===== src/rtl/shc_pkg.sv =====
package shc_pkg;
  typedef enum logic [1:0] {
    PH_IDLE  = 2'd0,
    PH_OPEN  = 2'd1,
    PH_DRAIN = 2'd2,
    PH_DONE  = 2'd3
  } win_phase_e;
endpackage


===== src/rtl/shc_capture_chain.sv =====
// Sampling register followed by synchronizing stages; the tail enables counting.
module shc_capture_chain #(
  parameter int DEPTH = 3
) (
  input  logic clk,
  input  logic rst,
  input  logic clr,
  input  logic sample_in,
  input  logic admit,
  output logic tail
);
  logic [DEPTH-1:0] stg_q;

  always_ff @(posedge clk) begin
    if (rst || clr) stg_q[0] <= 1'b0;
    else            stg_q[0] <= admit & sample_in;
  end

  genvar gi;
  generate
    for (gi = 1; gi < DEPTH; gi++) begin : g_sync
      always_ff @(posedge clk) begin
        if (rst || clr) stg_q[gi] <= 1'b0;
        else            stg_q[gi] <= stg_q[gi-1];
      end
    end
  endgenerate

  assign tail = stg_q[DEPTH-1];
endmodule


===== src/rtl/shc_window_ctrl.sv =====
// Window phase tracking, trial admission and drain timing.
module shc_window_ctrl
  import shc_pkg::*;
#(
  parameter int WINDOW_TRIALS = 1048575,
  parameter int CHAIN_DEPTH   = 3,
  localparam int TRIAL_W      = $clog2(WINDOW_TRIALS + 1),
  localparam int DRAIN_W      = $clog2(CHAIN_DEPTH) + 1
) (
  input  logic               clk,
  input  logic               rst,
  input  logic               clr,
  input  logic               win_en,
  output logic               admit,
  output win_phase_e         phase,
  output logic [TRIAL_W-1:0] trials
);
  localparam logic [TRIAL_W-1:0] TRIAL_LIMIT = TRIAL_W'(WINDOW_TRIALS);
  localparam logic [DRAIN_W-1:0] DRAIN_LAST  = DRAIN_W'(CHAIN_DEPTH - 2);

  win_phase_e         phase_q;
  logic [TRIAL_W-1:0] trials_q;
  logic [DRAIN_W-1:0] drain_q;
  logic               accepting;

  assign accepting = (phase_q == PH_IDLE) || (phase_q == PH_OPEN);
  assign admit     = win_en && accepting && (trials_q < TRIAL_LIMIT);

  always_ff @(posedge clk) begin
    if (rst || clr) begin
      phase_q  <= PH_IDLE;
      trials_q <= '0;
      drain_q  <= '0;
    end else begin
      if (admit) trials_q <= trials_q + 1'b1;
      unique case (phase_q)
        PH_IDLE: if (win_en) phase_q <= PH_OPEN;
        PH_OPEN: if (!win_en) begin
          phase_q <= PH_DRAIN;
          drain_q <= '0;
        end
        PH_DRAIN: begin
          if (drain_q == DRAIN_LAST) phase_q <= PH_DONE;
          else                       drain_q <= drain_q + 1'b1;
        end
        PH_DONE: phase_q <= PH_DONE;
        default: phase_q <= PH_IDLE;
      endcase
    end
  end

  assign phase  = phase_q;
  assign trials = trials_q;
endmodule


===== src/rtl/shc_hit_accum.sv =====
// Saturating hit counter enabled by the chain tail.
module shc_hit_accum #(
  parameter int CNT_W = 20
) (
  input  logic             clk,
  input  logic             rst,
  input  logic             clr,
  input  logic             hit,
  output logic [CNT_W-1:0] count
);
  localparam logic [CNT_W-1:0] CNT_MAX = {CNT_W{1'b1}};

  logic [CNT_W-1:0] cnt_q;

  always_ff @(posedge clk) begin
    if (rst || clr)                   cnt_q <= '0;
    else if (hit && cnt_q != CNT_MAX) cnt_q <= cnt_q + 1'b1;
  end

  assign count = cnt_q;
endmodule


===== src/rtl/sampling_hit_counter.sv =====
module sampling_hit_counter
  import shc_pkg::*;
#(
  parameter int CNT_W         = 20,
  parameter int CHAIN_DEPTH   = 3,
  parameter int WINDOW_TRIALS = (1 << CNT_W) - 1,
  localparam int TRIAL_W      = $clog2(WINDOW_TRIALS + 1)
) (
  input  logic             clk,
  input  logic             rst,
  input  logic             clr,
  input  logic             win_en,
  input  logic             sample_bit,
  input  logic             read_req,
  output logic [CNT_W-1:0] hit_count,
  output logic             count_valid
);
  logic               admit;
  logic               chain_tail;
  win_phase_e         phase;
  logic [TRIAL_W-1:0] trials_q;
  logic [CNT_W-1:0]   acc_q;
  logic [CNT_W-1:0]   hit_count_q;
  logic               count_valid_q;

  shc_window_ctrl #(
    .WINDOW_TRIALS(WINDOW_TRIALS),
    .CHAIN_DEPTH  (CHAIN_DEPTH)
  ) ctrl_i (
    .clk   (clk),
    .rst   (rst),
    .clr   (clr),
    .win_en(win_en),
    .admit (admit),
    .phase (phase),
    .trials(trials_q)
  );

  shc_capture_chain #(
    .DEPTH(CHAIN_DEPTH)
  ) chain_i (
    .clk      (clk),
    .rst      (rst),
    .clr      (clr),
    .sample_in(sample_bit),
    .admit    (admit),
    .tail     (chain_tail)
  );

  shc_hit_accum #(
    .CNT_W(CNT_W)
  ) accum_i (
    .clk  (clk),
    .rst  (rst),
    .clr  (clr),
    .hit  (chain_tail),
    .count(acc_q)
  );

  always_ff @(posedge clk) begin
    if (rst || clr) begin
      hit_count_q   <= '0;
      count_valid_q <= 1'b0;
    end else if (read_req) begin
      hit_count_q   <= acc_q;
      count_valid_q <= (phase == PH_DONE);
    end
  end

  assign hit_count   = hit_count_q;
  assign count_valid = count_valid_q;
endmodule


===== config.mk =====
export PLATFORM = sky130hd
export DESIGN_NAME = sampling_hit_counter
export DESIGN_NICKNAME = d
export VERILOG_FILES = /design/src/rtl/shc_pkg.sv /design/src/rtl/shc_capture_chain.sv /design/src/rtl/shc_window_ctrl.sv /design/src/rtl/shc_hit_accum.sv /design/src/rtl/sampling_hit_counter.sv
export SDC_FILE = /design/constraint.sdc
export NUM_CORES = 1
export LEC_CHECK = 0
export BUFFER_PORTS_ARGS = -buffer_cell sky130_fd_sc_hd__buf_2
export CORE_AREA = 2 2 82 84
export CTS_BUF_LIST = sky130_fd_sc_hd__clkbuf_8
export DETAILED_ROUTE_END_ITERATION = 7
export DIE_AREA = 0 0 84 86
export PLACE_DENSITY = 0.85
export SYNTH_ARGS = -nofsm -noshare
export SYNTH_HDL_FRONTEND = slang
export SYNTH_SLANG_ARGS = --single-unit

===== constraint.sdc =====
create_clock -name clk -period 2 [get_ports clk]
set_input_delay 0.4 -clock clk [delete_from_list [all_inputs] [get_ports clk]]
set_output_delay 0.4 -clock clk [all_outputs]
set_load 0.1 [all_outputs]

==> results.yml <==
global_routing:
  use_met2_pct: 36.36
  grt_pass1_vias: 2811
  overflow: 0
  grt.met1_usage_pct: 28.21
  antenna_found_initial: 0
  grt_max_degree: 23
  top_usage_layer: "met2"
  grt_pass1_wl_mm: 13.10
  grtUsageMet3_pct: 5.486
  grt_util_all_layers_pct: 22.21
logic_synthesis:
  synth_commonest_cells: "dfxtp_1, nand2_1, mux2i_1"
  syn_area_per_cell_um2: 8.867
  synth_compound_area_share_pct: 14.89
  synth_seq_cells: 69
  synth_xor_area_share_pct: 0
  synth_fa_ha_area_share_pct: 1.481
  synth_fp_nets: 391
  synthMostInstantiatedCell: "dfxtp_1"
  muxShareOfSynthArea_pct: 11.56
  synth-main-ff-cell: "dfxtp_1"
  synth-simple-area-share_pct: 26.93
  netlist_area_um2: 3378
  ys_top_cells_by_area: "dfxtp_1, mux2i_1, nand2_1"
  yosys.area.top_type: "dfxtp_1"
  async_reset_ff_share_pct: 0
  synth_cells: 381
  synth.yosys.seq_area_share_pct: 40.89
  ys_warn_count: 0
  yosysTopAreaCellShare_pct: 40.89
  synth_top_family_by_area: "simple AND/OR/NAND/NOR gates"
  synth-edff-count: 0
  synth_cell_types: 49
detailed_routing:
  drc: 0
  drtAntennaViolNets: 0
  post_drt_wl_per_cell_um: 15.53
  dr_total_vias: 3099
  dr.pass1.iters: 5
  routed_wl_mm: 7.747
  routed_via_density: 6.210
  drtIter0Drc: 237
critical_path:
  cp-endpoint: "accum_i.count[15]"
  path_cells: "ha_1 > and4_1 > and2_2 > a2111oi_1 > mux2i_1"
  reg2reg_to: "accum_i.count[15]"
  crit_arrival_ps: 2240
  startpoint: "accum_i.count[0]"
  max_stage_delay_ps: 500
  critPathKind: "reg -> reg"
  cp-end-kind: "flop"
  r2r_slack_ps: 40
  critPathSlowestCell: "a2111oi_1"
  cp_max_fo: 9
  worstSetupStartpointType: "flop"
  cp.required_ps: 2280
  r2r_start: "accum_i.count[0]"
  r2r_cells: 5
power:
  report.power.total_uw: 2627
  power_density_nw_per_um2: 675.5
  vdd_ir_drop_max_v: 0.0004674
  leakage_uw: 0.001493
sta:
  tightestPinTransition_ps: 612.8
  rsz0062_at_grt: "false"
  timing.final.crit_period_ps: 1957
  hold_viol: 0
  drv_slew: 0
  max_freq_ghz: 0.5110
  post-route-period-util_pct: 97.85
  tns_ps: 0
  skew_ps: 12.06
  final-setup-viol-count: 0
  setup_slack_ps: 42.91
  slew-limit-headroom_pct: 59.15
cells_and_area:
  post-route-util_pct: 61.95
  diodes: 0
  drive_above_1_share_pct: 19.19
  final_cells: 499
  finalNetCount: 427
  syn_to_final_growth_pct: 15.11
placed_design:
  place_ws_ps: 78.07
  place_congestion: 0.9349
  portBuffers: 26
  dp.cells: 483
  dp_hpwl_mm: 5.456
cts:
  clkTransAtPathRegs_ps: 80
  cts_buffer_depth: 2
  cts_sinks: 69
  clk_latency_ps: 360
  htreeDepth: 3
  cts_tree: "done"
  cts_setup_buffers: 0
  cts_buffers: 9
  cts_root_buf: "clkbuf_8"
floorplan:
  die_h_um: 86
  io_pins: 27
  core-area_um2: 6277
  chipWidth_um: 84
  start_util_pct: 53.82
  dieArea_um2: 7224
  row_count: 29
status:
  status: "completed"
run:
  maxCapViolations: 0
worst_hold_path:
  hp-class: "in -> reg"
-- per-layer routing --
layer	vias to the layer above	part of all wire (%)
li1	1494	-
met1	1455	43
met2	126	47
met3	24	6.8
met4	0	2.5
met5	-	0
-- where the power goes --
group          internal, uW  switching, uW
logic                  42.8           70.8
clock network           579            555
registers              1380           3.27
total                  2000            629
-- layout make-up --
cell class              instances  area [um^2]
flip-flops and latches         69         1381
well taps                      77        96.34
clock inverters                 7        73.82
inverters                       6        22.52
multi-input cells             279         1866
fillers                       501         2389
clock buffers                   9        123.9
repair buffers                 52        325.3
-- flip-flops by register name (all words and copies together) (netlist names) --
name            flops
accum_i.count      20
ctrl_i.trials      20
hit_count          20
ctrl_i.drain_q      3
chain_i.stg_q       2
ctrl_i.phase        2
chain_i.tail        1
count_valid         1
-- cells in the final DEF, fill, tap and decap left out, types with 2 or more instances in the layout --
cell type	netlist	final
o21a_1	2	2
a31oi_1	5	5
dfxtp_1	69	69
buf_2	5	26
nor2_1	29	28
o31ai_1	3	3
a21oi_1	20	20
inv_1	6	6
a2111oi_1	1	4
nor3b_1	2	2
nand4_1	13	13
nand3_1	14	13
o21ai_0	13	13
a211oi_1	12	12
clkinv_4	0	2
o311ai_0	2	2
mux2i_1	39	39
ha_1	4	4
or4_1	5	5
a2111oi_0	5	2
and3_1	9	9
and2_1	4	3
a41o_1	2	2
and4_1	10	10
buf_4	1	26
nand2b_1	3	3
or3_1	17	17
a2111o_1	4	4
nor3_1	2	2
nand2_1	42	42
clkinv_2	0	2
clkbuf_8	0	9
o211ai_1	2	2
-- stage by stage --
stage                     area (um^2)  hold WS [ps]
after CTS                        3879         284.0
after detailed placement         3681         415.1
after global placement           3681         411.3
final                            3889         288.1
after global routing             3889         292.9
after floorplan                  3378         405.7
-- worst max-delay path, delay by kind of cell (launching register included) --
| family | cells | cell delay [ps] |
|---|---|---|
| multiplexers | 1 | 270 |
| AND/OR/NAND/NOR | 2 | 520 |
| flip-flops | 1 | 360 |
| AO/OA/AOI/OAI | 1 | 500 |
| adder cells (fa/ha/maj) | 1 | 240 |
-- kinds of logic (layout without fill, tap and decap cells) --
| group | count (synthesis) | in the layout |
|---|---|---|
| and+or+nand+nor | 162 | 162 |
| adders and majority gates | 4 | 4 |
| DFF | 69 | 69 |
| muxes | 39 | 39 |
| buffers and inverters | 33 | 74 |
| AOI/OAI and AO/OA | 74 | 74 |
-- how the worst min path moves through the flow --
stage / startpoint / end / slack, ps / cells past startpoint
detailed placement: chain_i.stg_q[1] / chain_i.tail / 420 / 1
floorplan: chain_i.stg_q[0] / chain_i.stg_q[1] / 410 / 1
global placement: chain_i.stg_q[1] / chain_i.tail / 410 / 1
CTS: sample_bit / chain_i.stg_q[0] / 280 / 2
finish: sample_bit / chain_i.stg_q[0] / 290 / 2
global route: sample_bit / chain_i.stg_q[0] / 290 / 2
-- repair_timing --
item	in CTS	in global routing
resized for setup	0	5
endpoints found under the setup margin	0	6
hold buffers	0	0
Power figures use the tool's default switching activity.
